==> src/rtl/sa_ins_pkg.sv <==
`timescale 1ns/1ps
package sa_ins_pkg;
  localparam int unsigned SA_COUNT     = 5;
  localparam int unsigned SA_FIRST_BIT = 3;

  typedef enum logic [1:0] {
    SRC_WORD   = 2'd0,
    SRC_MFRAME = 2'd1,
    SRC_SERIAL = 2'd2,
    SRC_NONE   = 2'd3
  } sa_src_e;

  // true when a bit index falls on one of the spare-bit positions
  function automatic logic in_sa_window(input int unsigned pos,
                                        input int unsigned first,
                                        input int unsigned cnt);
    return (pos >= first) && (pos < first + cnt);
  endfunction

  // odd frame number -> rank among non-alignment frames
  function automatic int unsigned nfas_rank(input int unsigned frame);
    return frame >> 1;
  endfunction
endpackage

==> src/rtl/sa_frame_tracker.sv <==
`timescale 1ns/1ps
module sa_frame_tracker
  import sa_ins_pkg::*;
#(
  parameter int unsigned BITS_PER_FRAME = 256,
  parameter int unsigned FRAMES_PER_MF  = 16,
  parameter int unsigned NUM_SA         = SA_COUNT,
  parameter int unsigned FIRST_SA_BIT   = SA_FIRST_BIT,
  localparam int unsigned BW = $clog2(BITS_PER_FRAME),
  localparam int unsigned FW = $clog2(FRAMES_PER_MF),
  localparam int unsigned KW = FW - 1,
  localparam int unsigned JW = $clog2(NUM_SA)
) (
  input  logic          clk,
  input  logic          rst_n,
  input  logic          frame_sync,
  input  logic          mf_sync,
  output logic          sa_slot,
  output logic [JW-1:0] sa_idx,
  output logic [KW-1:0] nfas_idx,
  output logic          mf_start
);
  logic [BW-1:0] bit_q, cur_bit;
  logic [FW-1:0] frame_q, cur_frame;
  logic          aligned_q;

  always_comb begin
    mf_start = frame_sync & mf_sync;
    if (frame_sync || bit_q == BW'(BITS_PER_FRAME - 1)) cur_bit = '0;
    else                                                cur_bit = bit_q + 1'b1;
    if (mf_start)                                       cur_frame = '0;
    else if (frame_sync)
      cur_frame = (frame_q == FW'(FRAMES_PER_MF - 1)) ? '0 : frame_q + 1'b1;
    else                                                cur_frame = frame_q;
    sa_slot  = aligned_q & cur_frame[0]
             & in_sa_window(int'(cur_bit), FIRST_SA_BIT, NUM_SA);
    sa_idx   = JW'(cur_bit - BW'(FIRST_SA_BIT));
    nfas_idx = KW'(nfas_rank(int'(cur_frame)));
  end

  always_ff @(posedge clk or negedge rst_n) begin
    if (!rst_n) begin
      bit_q     <= '0;
      frame_q   <= '0;
      aligned_q <= 1'b0;
    end else begin
      bit_q   <= cur_bit;
      frame_q <= cur_frame;
      if (mf_start) aligned_q <= 1'b1;
    end
  end


  aligned_sticky_chk: assert property (@(posedge clk) disable iff (!rst_n)
    aligned_q |=> aligned_q);

  sa_slot_entry_chk: assert property (@(posedge clk) disable iff (!rst_n)
    $rose(sa_slot) |-> (sa_idx == '0));
endmodule

==> src/rtl/sa_mf_store.sv <==
`timescale 1ns/1ps
module sa_mf_store
  import sa_ins_pkg::*;
#(
  parameter int unsigned NUM_SA      = SA_COUNT,
  parameter int unsigned NFAS_PER_MF = 8,
  localparam int unsigned JW = $clog2(NUM_SA),
  localparam int unsigned KW = $clog2(NFAS_PER_MF),
  localparam int unsigned TW = NUM_SA * NFAS_PER_MF
) (
  input  logic          clk,
  input  logic          rst_n,
  input  logic          load,
  input  logic [TW-1:0] table_in,
  input  logic [JW-1:0] sa_idx,
  input  logic [KW-1:0] nfas_idx,
  output logic          bit_out
);
  logic [NFAS_PER_MF-1:0] lane_q [NUM_SA];
  logic [TW-1:0]          flat_q;

  for (genvar j = 0; j < NUM_SA; j++) begin : g_lane
    always_ff @(posedge clk or negedge rst_n) begin
      if (!rst_n)    lane_q[j] <= '0;
      else if (load) lane_q[j] <= table_in[j*NFAS_PER_MF +: NFAS_PER_MF];
    end
    assign flat_q[j*NFAS_PER_MF +: NFAS_PER_MF] = lane_q[j];
  end

  always_comb begin
    bit_out = 1'b0;
    for (int j = 0; j < NUM_SA; j++)
      if (sa_idx == JW'(j)) bit_out = lane_q[j][nfas_idx];
  end


  shadow_hold_chk: assert property (@(posedge clk) disable iff (!rst_n)
    !load |=> $stable(flat_q));
endmodule

==> src/rtl/sa_bit_select.sv <==
`timescale 1ns/1ps
module sa_bit_select
  import sa_ins_pkg::*;
#(
  parameter int unsigned NUM_SA = SA_COUNT,
  localparam int unsigned JW = $clog2(NUM_SA)
) (
  input  sa_src_e           src,
  input  logic [NUM_SA-1:0] sa_en,
  input  logic [NUM_SA-1:0] sa_word,
  input  logic              sa_slot,
  input  logic [JW-1:0]     sa_idx,
  input  logic              mf_bit,
  input  logic              hdlc_bit,
  output logic              ins,
  output logic              ins_val,
  output logic              hdlc_req
);
  logic en_bit, word_bit;

  always_comb begin
    en_bit   = 1'b0;
    word_bit = 1'b0;
    for (int j = 0; j < NUM_SA; j++)
      if (sa_idx == JW'(j)) begin
        en_bit   = sa_en[j];
        word_bit = sa_word[j];
      end
    ins      = 1'b0;
    ins_val  = 1'b0;
    hdlc_req = 1'b0;
    if (sa_slot && en_bit) begin
      unique case (src)
        SRC_WORD:   begin ins = 1'b1; ins_val = word_bit; end
        SRC_MFRAME: begin ins = 1'b1; ins_val = mf_bit;   end
        SRC_SERIAL: begin ins = 1'b1; ins_val = hdlc_bit; hdlc_req = 1'b1; end
        default:    ;
      endcase
    end
  end
endmodule

==> src/rtl/e1_sa_inserter.sv <==
`timescale 1ns/1ps
module e1_sa_inserter
  import sa_ins_pkg::*;
#(
  parameter int unsigned BITS_PER_FRAME = 256,
  parameter int unsigned FRAMES_PER_MF  = 16,
  parameter int unsigned NUM_SA         = SA_COUNT,
  localparam int unsigned NFAS = FRAMES_PER_MF / 2,
  localparam int unsigned JW   = $clog2(NUM_SA),
  localparam int unsigned KW   = $clog2(NFAS)
) (
  input  logic                   clk,
  input  logic                   rst_n,
  input  logic                   frame_sync,
  input  logic                   mf_sync,
  input  logic                   data_in,
  input  logic [1:0]             src_sel,
  input  logic [NUM_SA-1:0]      sa_en,
  input  logic [NUM_SA-1:0]      sa_word,
  input  logic [NUM_SA*NFAS-1:0] mf_bits,
  input  logic                   hdlc_bit,
  output logic                   hdlc_req,
  output logic                   data_out
);
  logic          sa_slot, mf_start, mf_bit, ins, ins_val;
  logic [JW-1:0] sa_idx;
  logic [KW-1:0] nfas_idx;
  sa_src_e       src;

  assign src = sa_src_e'(src_sel);

  sa_frame_tracker #(
    .BITS_PER_FRAME(BITS_PER_FRAME), .FRAMES_PER_MF(FRAMES_PER_MF),
    .NUM_SA(NUM_SA), .FIRST_SA_BIT(SA_FIRST_BIT)
  ) u_track (
    .clk(clk), .rst_n(rst_n), .frame_sync(frame_sync), .mf_sync(mf_sync),
    .sa_slot(sa_slot), .sa_idx(sa_idx), .nfas_idx(nfas_idx), .mf_start(mf_start)
  );

  sa_mf_store #(.NUM_SA(NUM_SA), .NFAS_PER_MF(NFAS)) u_store (
    .clk(clk), .rst_n(rst_n), .load(mf_start), .table_in(mf_bits),
    .sa_idx(sa_idx), .nfas_idx(nfas_idx), .bit_out(mf_bit)
  );

  sa_bit_select #(.NUM_SA(NUM_SA)) u_sel (
    .src(src), .sa_en(sa_en), .sa_word(sa_word), .sa_slot(sa_slot),
    .sa_idx(sa_idx), .mf_bit(mf_bit), .hdlc_bit(hdlc_bit),
    .ins(ins), .ins_val(ins_val), .hdlc_req(hdlc_req)
  );

  always_ff @(posedge clk or negedge rst_n) begin
    if (!rst_n) data_out <= 1'b0;
    else        data_out <= ins ? ins_val : data_in;
  end


  passthrough_chk: assert property (@(posedge clk) disable iff (!rst_n)
    !ins |=> (data_out == $past(data_in)));

  serial_req_gate_chk: assert property (@(posedge clk) disable iff (!rst_n)
    hdlc_req |-> (src == SRC_SERIAL) && sa_slot);

  none_mode_quiet_chk: assert property (@(posedge clk) disable iff (!rst_n)
    (src == SRC_NONE) |-> !ins && !hdlc_req);
endmodule

==> config.mk <==
export PLATFORM = sky130hd
export DESIGN_NAME = e1_sa_inserter
export DESIGN_NICKNAME = d
export VERILOG_FILES = /design/src/rtl/sa_ins_pkg.sv /design/src/rtl/sa_frame_tracker.sv /design/src/rtl/sa_mf_store.sv /design/src/rtl/sa_bit_select.sv /design/src/rtl/e1_sa_inserter.sv
export SDC_FILE = /design/constraint.sdc
export NUM_CORES = 1
export LEC_CHECK = 0
export CAP_MARGIN = 20
export CORE_MARGIN = 4
export CORE_UTILIZATION = 50
export DETAILED_ROUTE_END_ITERATION = 10
export PLACE_DENSITY_LB_ADDON = 0.15
export REMOVE_ABC_BUFFERS = 1
export SETUP_SLACK_MARGIN = 0.02
export SYNTH_ARGS = -nofsm -noshare
export SYNTH_HDL_FRONTEND = slang
export SYNTH_HIERARCHICAL = 1
export SYNTH_SLANG_ARGS = --single-unit
export TNS_END_PERCENT = 20
==> constraint.sdc <==
create_clock -name clk -period 5.64 [get_ports clk]
set_input_delay 1.692 -clock clk [delete_from_list [all_inputs] [get_ports clk]]
set_output_delay 1.692 -clock clk [all_outputs]
set_load 0.005 [all_outputs]
After elaboration in Yosys (flattened, before gate mapping). Index checks and enable logic that the tools add are counted.

Reduce and logical (&&, ||, !) cells: 6. Bitwise operators: 3. Add/sub/neg operators: 3. Equality and inequality tests: 8. Mux-type cells: 36. Order comparisons: 3.

Operators with widths (number): $mux W1 (26); $bmux W1 S3 (5); $mux W4 (3); $add A8 B1 Y8 const B (1); $eq A8 B8 Y1 const B (1); $ge A8 B2 Y1 const B (1); $lt A8 B4 Y1 const B (1); $mux W8 (1); $eq A3 B2 Y1 const B (2); $add A4 B1 Y4 const B (1); $eq A4 B4 Y1 const B (1); $lt A3 B4 Y1 const B (1); $and A1 B1 Y1 (3); $eq A3 B1 Y1 const B (1); $eq A3 B3 Y1 const B (1); $logic_not A3 Y1 (1); $pmux W1 S3 (1); $reduce_or A3 Y1 (1); $sub A3 B2 Y3 const B (1); $eq A2 B1 Y1 const B (1); $eq A2 B2 Y1 const B (1); $logic_and A1 B1 Y1 (2); $logic_not A2 Y1 (1); $logic_or A1 B1 Y1 (1).

Word-level logic and storage cells: 68. Flip-flop bits (word level): 54. Output and inout bits: 2. Input port bits: 58.

Depth between registers and ports, before layout.
Depth after elaboration: 14. Mapped depth: 13.

By module. Netlist, hierarchy kept.

Modules (own cells, without submodules): sa_mf_store (area each 1830.5 um2, cells each 111, times used 1); sa_frame_tracker (area each 720.7 um2, cells each 71, times used 1); sa_bit_select (area each 147.6 um2, cells each 18, times used 1); e1_sa_inserter (area each 40.0 um2, cells each 2, times used 1).

Worst setup path after synthesis. Ideal clock, no wire load.

Kind: input port to output port. Start point: in frame_sync. End point: out hdlc_req. Stages: 9. Arrival time: 3.340 ns. Buffers on the path: 0. Setup slack: 0.608 ns. Cell sequence: a41o_2 > nor2_1 > ha_1 > o221ai_2 > nor4_2 > inv_1 > a2111oi_2 > a31oi_1 > nor3b_1.

RTL lines: start: declaration (RTL line e1_sa_inserter.sv:14) `input logic frame_sync,`; $logic_or A1 B1 Y1 (*) (RTL line sa_frame_tracker.sv:29) `if (frame_sync || bit_q == BW'(BITS_PER_FRAME - 1)) cur_bit = '0;`; $mux W8 (*) (RTL line sa_frame_tracker.sv:29); net u_track.cur_bit[0] (RTL line sa_frame_tracker.sv:23) `logic [BW-1:0] bit_q, cur_bit;`; $ge A8 B2 Y1 or $lt A8 B4 Y1 (tied branches) (RTL line sa_ins_pkg.sv:17) `return (pos >= first) && (pos < first + cnt);`; $logic_and A1 B1 Y1 (*) (RTL line sa_ins_pkg.sv:17); $and A1 B1 Y1 (*) (RTL line sa_frame_tracker.sv:36) `& in_sa_window(int'(cur_bit), FIRST_SA_BIT, NUM_SA);`; net sa_slot (RTL line e1_sa_inserter.sv:25) `logic sa_slot, mf_start, mf_bit, ins, ins_val;`; $logic_and A1 B1 Y1 (*) (RTL line sa_bit_select.sv:32) `if (sa_slot && en_bit) begin`; $mux W1 (*) (RTL line sa_bit_select.sv:32); end: declaration (RTL line e1_sa_inserter.sv:22) `output logic hdlc_req,`.

Mark *: on every way through the listed nets, which the timed path passes. The rest lies on a longest branch.

Final worst setup path.
Start point: in mf_sync. End point: out hdlc_req.

Cells in the longest elaborated chain, start to end: 6.

Ends and longest elaborated chain: start: declaration (RTL line e1_sa_inserter.sv:15) `input logic mf_sync,`; $and A1 B1 Y1 (RTL line sa_frame_tracker.sv:28) `mf_start = frame_sync & mf_sync;`; $mux W4 (RTL line sa_frame_tracker.sv:31) `if (mf_start) cur_frame = '0;`; net u_track.cur_frame[0] (RTL line sa_frame_tracker.sv:24) `logic [FW-1:0] frame_q, cur_frame;`; $and A1 B1 Y1 (RTL line sa_frame_tracker.sv:35) `sa_slot = aligned_q & cur_frame[0]`; $and A1 B1 Y1 (RTL line sa_frame_tracker.sv:36); net sa_slot (RTL line e1_sa_inserter.sv:25); $logic_and A1 B1 Y1 (RTL line sa_bit_select.sv:32); $mux W1 (RTL line sa_bit_select.sv:32).

The timed path passes the listed nets, and every way through them passes these cells.

==> out/metrics.csv <==
stage,metric,value,unit
outcome,status,finished clean,
clock_tree,htree depth,2,
place,dpl hpwl,4050,um
worst_setup_path,crit path from,mf_sync,
floorplan,starting density of the core,0.526,
clock_tree,"CTS clk-pin slew, worst paths",0.09,ns
global_routing,first-pass GRT wire length,9040,um
global_routing,initial antenna violation count,0,
worst_setup_path,Crit Path Class,in2out,
floorplan,Die Ht,82.0,um
clock_tree,root buffer selected by CTS,clkbuf_8,
power_and_ir_drop,PwrDens,272,nW/um2
detailed_routing,vias,1915,
hold_path,WHS Path Cells,1,
detailed_routing,Avg WL per Cell,16.2,um
global_routing,vias in the first global route,1955,
layout,fillers,372,
synth,sequential-to-total area share from yosys stat,0.493,
worst_setup_path,CP max FO,2,
layout,layout cells sized above 1,0.324,
floorplan,Die Wd,82.0,um
floorplan,core box area,5200,um2
layout,# diodes,0,
timing,Slew Limit Fails,0,
worst_setup_path,Reg2Reg Launch Point,u_track/frame_q[0]$_DFF_PN0_,
timing,Final setup viols,0,
worst_setup_path,FF-to-FF End,data_out$_DFF_PN0_,
clock_tree,Num CTS Buffers,5,
place,dpl cells,339,
detailed_routing,drt total wl,5640,um
power_and_ir_drop,LEAKAGE,1.50,nW
clock_tree,Skew-Pair Late Insertion Delay,0.30,ns
worst_setup_path,Critical Path Sink Type,output pin,
hold_path,HP Class,reg2reg,
power_and_ir_drop,peak supply drop,0.222,mV
synth,"Top FF cell, synth",dfrtp_1,
timing,worst-margin pin slew,0.911,ns
synth,Yosys reg bits,54,
clock_tree,CTS tree,yes,
synth,Cells after Synth,202,
floorplan,Cell Rows,26,
detailed_routing,Vias/cell,5.50,
floorplan,die area,6730,um2
synth,Netlist Area Pre-Place,2740,um2
place,RD Place Congestion,0.855,
global_routing,GRT Total Usage,0.178,
timing,Worst Hold Slack,0.496,ns
layout,P&R area growth vs syn,34.1,%
worst_setup_path,Worst EP required,3.95,ns
timing,max_slew headroom,0.393,
global_routing,grt ovf,0,
clock_tree,number of clock sinks,54,
synth,Netlist cell types,45,
worst_setup_path,R2R depth,11,
global_routing,largest net degree at the start of global routing,55,
flow_run,Max Cap Viol,0,
timing,clk_skew,0.00566,ns
layout,Finished Core Util,0.706,
synth,Post-synth EDFFs,0,
timing,Final Hold Vio Count,0,
detailed_routing,drt pass-1 iters,4,
worst_setup_path,CP Data Arrival Time,3.68,ns
synth,Synth async-reset ratio,1.00,
timing,"Period Utilization, post-route",0.952,
worst_setup_path,crit start category,primary input,
layout,Nets,338,
detailed_routing,Routed Antenna Nets,0,
detailed_routing,drt initial violations,106,
synth,synth warn,6,
synth,Avg Inst Size Synth,13.6,um2
worst_setup_path,R2R Setup Slk,2.58,ns
layout,Final Non-Filler Cells,348,
timing,Max Clk Rate,0.186,GHz
clock_tree,Max Root-Sink Buffers,2,
worst_setup_path,Setup crit end,hdlc_req,
place,I/O Buffers,59,
detailed_routing,# DRC,0,
timing,setup TNS,0,ns
floorplan,I/O pin cnt,60,
timing,minimum clock period,5.37,ns
## critical path: stages
cell	delay [ns]
clkdlybuf4s50_1	0.44
a311oi_1	0.22
mux2_2	0.21
nand4_1	0.11
nor4_2	0.20
inv_1	0.12
a2111oi_4	0.29
a31oi_2	0.08
nor3b_2	0.17
buf_2	0.13
## power by group
| group | total (mW) | switching, mW | internal (mW) |
|---|---|---|---|
| clock | 0.275 | 0.129 | 0.146 |
| combinational | 0.256 | 0.101 | 0.155 |
| sequential | 0.467 | 0.0288 | 0.438 |
| total | 0.998 | 0.258 | 0.739 |
## area by class of cell
| cell class | instances | area (um2) | share of cell area |
|---|---|---|---|
| Multi-Input combinational cell | 130 | 1350 | 0.368 |
| Sequential cell | 54 | 1350 | 0.368 |
| Timing Repair Buffer | 78 | 729 | 0.199 |
| Tap cell | 70 | 87.6 | 0.0239 |
| Clock buffer | 6 | 82.6 | 0.0225 |
| Clock inverter | 2 | 38.8 | 0.0106 |
| Inverter | 8 | 30.0 | 0.00818 |
## logic make-up (layout without fill, tap and decap cells)
logic type / after synthesis / in the layout / synth area share
simple gates: 40 / 40 / 0.0845
fa+ha+maj: 3 / 3 / 0.0137
xor+xnor: 3 / 3 / 0.00960
compound gates: 26 / 26 / 0.0767
buf+inv: 18 / 94 / 0.0320
flops: 54 / 54 / 0.493
mux: 58 / 58 / 0.290
## cells in the mapped netlist (3+ instances only)
master	instances	area, um2
dfrtp_1	54	1350
mux2_2	43	484
inv_1	8	30.0
mux4_1	8	210
nor2_1	7	26.3
nand3_1	6	30.0
a21oi_1	5	25.0
nand2_1	5	18.8
nor2b_1	5	31.3
mux2i_1	4	40.0
a311oi_1	3	26.3
buf_1	3	11.3
buf_4	3	22.5
ha_1	3	37.5
nand4_1	3	18.8
o21ai_0	3	15.0
xnor2_1	3	26.3
## stage by stage
stage               power [mW]  area, um2  worst slack [ns]
detailed placement       0.725       3490            -0.415
global route              1.05       3670          -0.00559
floorplan                0.616       2680             0.608
finish                   0.998       3670             0.271
CTS                       1.00       3630            0.0681
global placement         0.717       3490            -0.333
## metal layers
layer / vias to the layer above / track usage / share of wire / wire (um)
li1: 917 / - / - / -
met1: 940 / 0.229 / 0.45 / 2520
met2: 52 / 0.302 / 0.48 / 2720
met3: 6 / 0.0395 / 0.062 / 352
met4: 0 / 0.0482 / 0.0094 / 53
met5: - / 0 / 0 / 0
## repair_timing
action / 4_1_cts / 5_1_grt
endpoints found under the hold margin: 0 / 0
hold buffers: 0 / 0
setup buffers: 1 / 0
resized for setup: 9 / 6
pin swaps: 5 / 4
endpoints found under the setup margin: 1 / 1
## state kept, by name, summed over array words and instances (netlist names)
signal	flops
u_store/flat_q	40
u_track/frame_q	4
u_track/bit_q	8
u_track/aligned_q	1
data_out	1
## how the worst min path moves through the flow
stage	startpoint	to	slack, ns
floorplan	u_track/aligned_q$_DFFE_PN0P_	u_track/aligned_q$_DFFE_PN0P_	0.46
global placement	u_track/aligned_q$_DFFE_PN0P_	u_track/aligned_q$_DFFE_PN0P_	0.48
detailed placement	u_track/aligned_q$_DFFE_PN0P_	u_track/aligned_q$_DFFE_PN0P_	0.47
CTS	u_track/aligned_q$_DFFE_PN0P_	u_track/aligned_q$_DFFE_PN0P_	0.50
global route	u_track/aligned_q$_DFFE_PN0P_	u_track/aligned_q$_DFFE_PN0P_	0.52
finish	u_track/aligned_q$_DFFE_PN0P_	u_track/aligned_q$_DFFE_PN0P_	0.50
## layout by cell type (no fill, tap or decap), drive strengths merged, types with 2 or more instances in the layout
cell	netlist	layout
a2111oi	2	2
a21oi	5	5
a22oi	2	2
a311oi	4	4
a31oi	2	2
buf	8	21
clkbuf	2	6
clkdlybuf4s50	0	56
dfrtp	54	54
ha	3	3
inv	8	9
mux2	44	44
mux2i	4	4
mux4	10	10
nand2	5	5
nand3	6	6
nand4	3	3
nor2	8	8
nor2b	5	5
nor3b	2	2
o21a	2	2
o21ai	3	3
o22ai	2	2
xnor2	3	3
Power figures use the tool's default switching activity.
